$ cat config.mk
export PLATFORM = sky130hd
export DESIGN_NAME = temp_result_reg
export DESIGN_NICKNAME = d
export VERILOG_FILES = /design/src/rtl/temp_res_pkg.sv /design/src/rtl/temp_res_mask.sv /design/src/rtl/temp_cmp_stage.sv /design/src/rtl/temp_hold_stage.sv /design/src/rtl/temp_result_reg.sv
export SDC_FILE = /design/constraint.sdc
export NUM_CORES = 1
export LEC_CHECK = 0
export ABC_AREA = 1
export BUFFER_PORTS_ARGS = -buffer_cell sky130_fd_sc_hd__buf_4
export CAP_MARGIN = 20
export CORE_MARGIN = 2
export CORE_UTILIZATION = 25
export DETAILED_ROUTE_END_ITERATION = 16
export MAX_ROUTING_LAYER = met4
export PLACE_DENSITY = 0.51
export SLEW_MARGIN = 20
export SYNTH_ARGS = -nofsm -noshare
export SYNTH_HDL_FRONTEND = slang
export SYNTH_SLANG_ARGS = --single-unit
$ cat constraint.sdc
create_clock -name clk -period 0.9 [get_ports clk]
set_clock_uncertainty 0.05 [all_clocks]
set_input_delay 0.18 -clock clk [delete_from_list [all_inputs] [get_ports clk]]
set_output_delay 0.18 -clock clk [all_outputs]
set_load 0.005 [all_outputs]
$ cat src/rtl/temp_res_pkg.sv
package temp_res_pkg;
   typedef enum logic [1:0] {
      RES_9  = 2'd0,
      RES_10 = 2'd1,
      RES_11 = 2'd2,
      RES_12 = 2'd3
   } res_code_t;

   // number of kept word bits for a given select code and minimum width
   function automatic int kept_bits(input int min_res, input int code);
      return min_res + code;
   endfunction
endpackage

$ cat src/rtl/temp_res_mask.sv
module temp_res_mask #(
   parameter int WORD_W  = 16,
   parameter int RAW_W   = 12,
   parameter int MIN_RES = 9,
   parameter int CODE_W  = 2
) (
   input  logic [RAW_W-1:0]  raw,
   input  logic [CODE_W-1:0] code,
   output logic [WORD_W-1:0] word
);
   localparam int PAD = WORD_W - RAW_W;
   localparam int KW  = $clog2(WORD_W + 1) + 1;

   logic [KW-1:0] keep;
   assign keep = KW'(MIN_RES) + KW'(code);

   for (genvar i = 0; i < WORD_W; i++) begin : g_bit
      if (i < PAD) begin : g_pad
         assign word[i] = 1'b0;
      end else begin : g_data
         assign word[i] = (KW'(WORD_W - i) <= keep) ? raw[i - PAD] : 1'b0;
      end
   end
endmodule

$ cat src/rtl/temp_cmp_stage.sv
module temp_cmp_stage #(
   parameter int WORD_W = 16
) (
   input  logic              clk,
   input  logic              rst_n,
   input  logic              load,
   input  logic [WORD_W-1:0] d,
   output logic [WORD_W-1:0] q,
   output logic              fresh
);
   always_ff @(posedge clk or negedge rst_n) begin
      if (!rst_n) begin
         q     <= '0;
         fresh <= 1'b0;
      end else begin
         fresh <= load;
         if (load) q <= d;
      end
   end
endmodule

$ cat src/rtl/temp_hold_stage.sv
module temp_hold_stage #(
   parameter int WORD_W       = 16,
   parameter bit HOLD_ON_READ = 1'b1
) (
   input  logic              clk,
   input  logic              rst_n,
   input  logic              load,
   input  logic              busy,
   input  logic [WORD_W-1:0] d,
   output logic [WORD_W-1:0] q
);
   logic take;

   if (HOLD_ON_READ) begin : g_gated
      assign take = load & ~busy;
   end else begin : g_free
      logic unused_busy;
      assign unused_busy = busy;
      assign take = load;
   end

   always_ff @(posedge clk or negedge rst_n) begin
      if (!rst_n)    q <= '0;
      else if (take) q <= d;
   end
endmodule

$ cat src/rtl/temp_result_reg.sv
module temp_result_reg #(
   parameter int WORD_W       = 16,
   parameter int MIN_RES      = 9,
   parameter int CODE_W       = 2,
   parameter int RAW_W        = MIN_RES + (1 << CODE_W) - 1,
   parameter bit HOLD_ON_READ = 1'b1
) (
   input  logic              clk,
   input  logic              rst_n,
   input  logic              conv_done,
   input  logic [RAW_W-1:0]  sample_in,
   input  logic [CODE_W-1:0] res_sel,
   input  logic              rd_active,
   output logic [WORD_W-1:0] result_q,
   output logic [WORD_W-1:0] cmp_value,
   output logic              cmp_valid
);
   localparam int MAX_RES = temp_res_pkg::kept_bits(MIN_RES, (1 << CODE_W) - 1);

   initial begin : param_chk
      assert (RAW_W <= WORD_W) else $error("raw sample wider than word");
      assert (MAX_RES <= RAW_W) else $error("resolution exceeds raw width");
      assert (MIN_RES >= 2) else $error("minimum resolution too small");
   end

   logic [WORD_W-1:0] masked;

   temp_res_mask #(
      .WORD_W(WORD_W), .RAW_W(RAW_W), .MIN_RES(MIN_RES), .CODE_W(CODE_W)
   ) u_mask (
      .raw(sample_in), .code(res_sel), .word(masked)
   );

   temp_cmp_stage #(.WORD_W(WORD_W)) u_cmp (
      .clk(clk), .rst_n(rst_n), .load(conv_done), .d(masked),
      .q(cmp_value), .fresh(cmp_valid)
   );

   temp_hold_stage #(.WORD_W(WORD_W), .HOLD_ON_READ(HOLD_ON_READ)) u_hold (
      .clk(clk), .rst_n(rst_n), .load(conv_done), .busy(rd_active),
      .d(masked), .q(result_q)
   );
endmodule

==> run_results.csv <==
group,metric,value,unit
status,result_of_the_run,"finished with violations",
status,violations,"negative setup slack",
finish,post_route_cells_drive_above_1_share,0.404,
clock_network,clk_pin_slew,0.09,ns
finish,reg_area,626,um2
floorplan,design.core.area,0.00403,mm2
worst_setup_path,regToRegSetupSlack,0,ns
detailed_routing,postRouteAntennaNets,0,
place,placement.io_buffers,42,
global_routing,grtUsageTotal,0.121,
logic_synthesis,ys_top_cells_by_area,"sky130_fd_sc_hd__dfrtp_1, sky130_fd_sc_hd__nand2_1, sky130_fd_sc_hd__buf_4",
min_path,class_of_the_tightest_hold_or_removal_check,"input port to flip-flop",
place,dp.cells,198,
logic_synthesis,synth.avg_cell_area,9.57,um2
logic_synthesis,yosys.cell_count.top_type,"sky130_fd_sc_hd__nand2_1",
detailed_routing,detail_route.vias_per_cell,4.01,
logic_synthesis,syn_inst,110,
clock_network,clock_sinks,25,
global_routing,grt_remaining_overflow,0,
floorplan,die-width,68.9,um
worst_setup_path,type_of_origin_of_the_critical_path,"flip-flop",
detailed_routing,remaining_drc_errors,0,
detailed_routing,detail_routed_net_length_per_standard_cell,11.5,um
detailed_routing,totalWireLength,2490,um
pwr,leakage,0.000867,uW
worst_setup_path,rr_endpoint,"u_cmp.q[10]",
sta,crit_share_post_route,1.15,
finish,multi_input_area,325,um2
worst_setup_path,critPathRequiredTime,0.67,ns
min_path,hold_path_startpoint,"conv_done",
finish,fin_cells,216,
logic_synthesis,synth_edf_count,0,
finish,layout.nets,185,
sta,max_freq,963,MHz
finish,final_cell_area,0.00161,mm2
logic_synthesis,postSynth.asyncResetShare,1.00,
place,placed_cell_area,0.00136,mm2
logic_synthesis,ys_dominant_reg_cell,"sky130_fd_sc_hd__dfrtp_1",
worst_setup_path,path_class,"flip-flop to output pin",
place,gp_congestion,0.734,
logic_synthesis,post_synth_instance_area,0.00105,mm2
sta,report.final.hold_viol_count,0,
clock_network,cts_tree,"yes",
detailed_routing,dr_total_vias,867,
logic_synthesis,post_synth_num_cell_types,15,
floorplan,initial_core_util,0.261,
worst_setup_path,worst_path_max_fanout,2,
floorplan,die-area,0.00474,mm2
worst_setup_path,regToRegStartpoint,"u_cmp.q[10]",
sta,final.min_clock_period,1.04,ns
worst_setup_path,longest_individual_stage_delay_on_the_worst_path,0.41,ns
finish,syn_to_final_growth,53.2,%
pwr,power-per-cell-area,1610,mW/mm2
global_routing,grt_max_degree,26,
clock_network,clock_buffers_created_by_tritoncts,3,
min_path,worst_hold_path.endpoint,"u_cmp.fresh",
global_routing,first_global_vias,870,
sta,max_transition_viols_final,0,
logic_synthesis,synth.ff_latch_count,25,
worst_setup_path,cp_data_arrival_time,0.81,ns
logic_synthesis,synth_commonest_cells,"sky130_fd_sc_hd__nand2_1, sky130_fd_sc_hd__dfrtp_1, sky130_fd_sc_hd__buf_4",
clock_network,cts-root-buf,"sky130_fd_sc_hd__clkbuf_8",
floorplan,top_level_ports,51,
floorplan,floorplan.rows,23,
logic_synthesis,synth.largest_area_cell,"sky130_fd_sc_hd__dfrtp_1",
place,dp_hpwl,1730,um
clock_network,cts_h_tree_depth,1,
pwr,totalPowerFinal,2600,uW
worst_setup_path,timing.critical_path.buf_inv,1,
floorplan,dieHeight,68.9,um
logic_synthesis,yosysWarningCount,0,
clock_network,cts.path.max_buffers,2,
min_path,worst_hold_path.num_cells,1,
sta,grt_setup_unrepaired,"true",
worst_setup_path,cpLargestDelayFamily,"flip-flops",
run,timing.max_cap.violations,0,
sta,setup_viol,26,
place,dp_worst_setup_slack,0.0171,ns
clock_network,clk_latency,0.27,ns
logic_synthesis,synth-seq-area-share,0.595,
worst_setup_path,end_kind,"output pin",
finish,n_antenna_cell,0,
detailed_routing,detail_route.iter0.violations,23,
worst_setup_path,timing.critical_path.slowest_stage_cell,"sky130_fd_sc_hd__dfrtp_1",
global_routing,grt_antenna_before_repair,0,
sta,finalWorstSetupSlack,-0.138,ns
pwr,max-vdd-ir-drop,0.562,mV
detailed_routing,firstDrtPassIters,4,
logic_synthesis,synth_top_area_frac,0.595,
worst_setup_path,number_of_cells_traversed_by_the_worst_register_to_register_path,4,
global_routing,global_route_wire_length_before_repair,4040,um
finish,layout.filler_cells,425,
worst_setup_path,cp_cell_sequence,"buf_6",
layout by cell type, fill, tap and decap left out:
master and instances:
sky130_fd_sc_hd__dlygate4sd3_1 1, sky130_fd_sc_hd__buf_4 29, sky130_fd_sc_hd__nand2_1 47, sky130_fd_sc_hd__nand2_4 1, sky130_fd_sc_hd__o21ai_1 3, sky130_fd_sc_hd__inv_4 1
sky130_fd_sc_hd__o21ai_2 4, sky130_fd_sc_hd__inv_1 6, sky130_fd_sc_hd__clkbuf_8 3, sky130_fd_sc_hd__buf_6 26, sky130_fd_sc_hd__inv_2 1, sky130_fd_sc_hd__conb_1 8
sky130_fd_sc_hd__nand2_2 1, sky130_fd_sc_hd__clkbuf_1 1, sky130_fd_sc_hd__nor2_4 1, sky130_fd_sc_hd__o21ai_0 5, sky130_fd_sc_hd__dfrtp_1 25, sky130_fd_sc_hd__nand3_1 3
power by group:
| part | total (uW) | switching [uW] | internal (uW) | leakage [uW] |
|---|---|---|---|---|
| sequential | 1320 | 85.9 | 1240 | 0.000311 |
| clock | 667 | 350 | 317 | 0.0000228 |
| combinational | 609 | 229 | 380 | 0.000534 |
how the worst max path moves through the flow:
stage                 start            end  cells past startpoint
3_5_place_dp      conv_done    u_hold.q[6]                      5
4_1_cts         u_cmp.q[12]  cmp_value[12]                      1
3_3_place_gp      conv_done   u_hold.q[13]                      5
2_1_floorplan     conv_done    u_hold.q[6]                      5
6_report       u_hold.q[12]   result_q[12]                      1
5_1_grt         u_cmp.q[14]  cmp_value[14]                      1
per-stage QoR:
step	util	hold slack [ns]	TNS [ns]
after detailed placement	0.337	0.0615	0
after CTS	0.393	0.0595	-3.07
final	0.400	0.0655	-2.96
after floorplan	-	-0.166	0
after global routing	0.400	0.0553	-3.76
after global placement	0.337	0.0515	0
layout make-up:
type,count,area share
flip-flops and latches,25,0.388
clock buffers,4,0.0280
multi-input cells,73,0.202
inverters,8,0.0202
repair buffers,56,0.323
well taps,50,0.0388
repair_timing:
item,CTS,global route
setup endpoints to repair,25,25
resized for setup,25,3
hold buffers,1,0
setup buffers,10,3
hold endpoints to repair,25,0
per-layer routing:
layer / track usage / vias up / routed length, um
li1: - / 430 / -
met1: 0.157 / 399 / 1130
met4: 0.0368 / 0 / 25
met5: - / - / 0
met2: 0.184 / 35 / 1150
met3: 0.0325 / 3 / 190
sequential cells by signal (all words and copies together), names as in the netlist:
signal and cells:
u_cmp.fresh 1, u_cmp.q 12, u_hold.q 12
cell families (layout without fill, tap and decap cells):
kind of cell	count (synthesis)	in the layout	share of synthesized area
buf+inv	19	68	0.124
other cells	1	8	0.00356
compound gates	12	12	0.0713
simple gates	53	53	0.207
flops	25	25	0.595
Power figures use the tool's default switching activity.
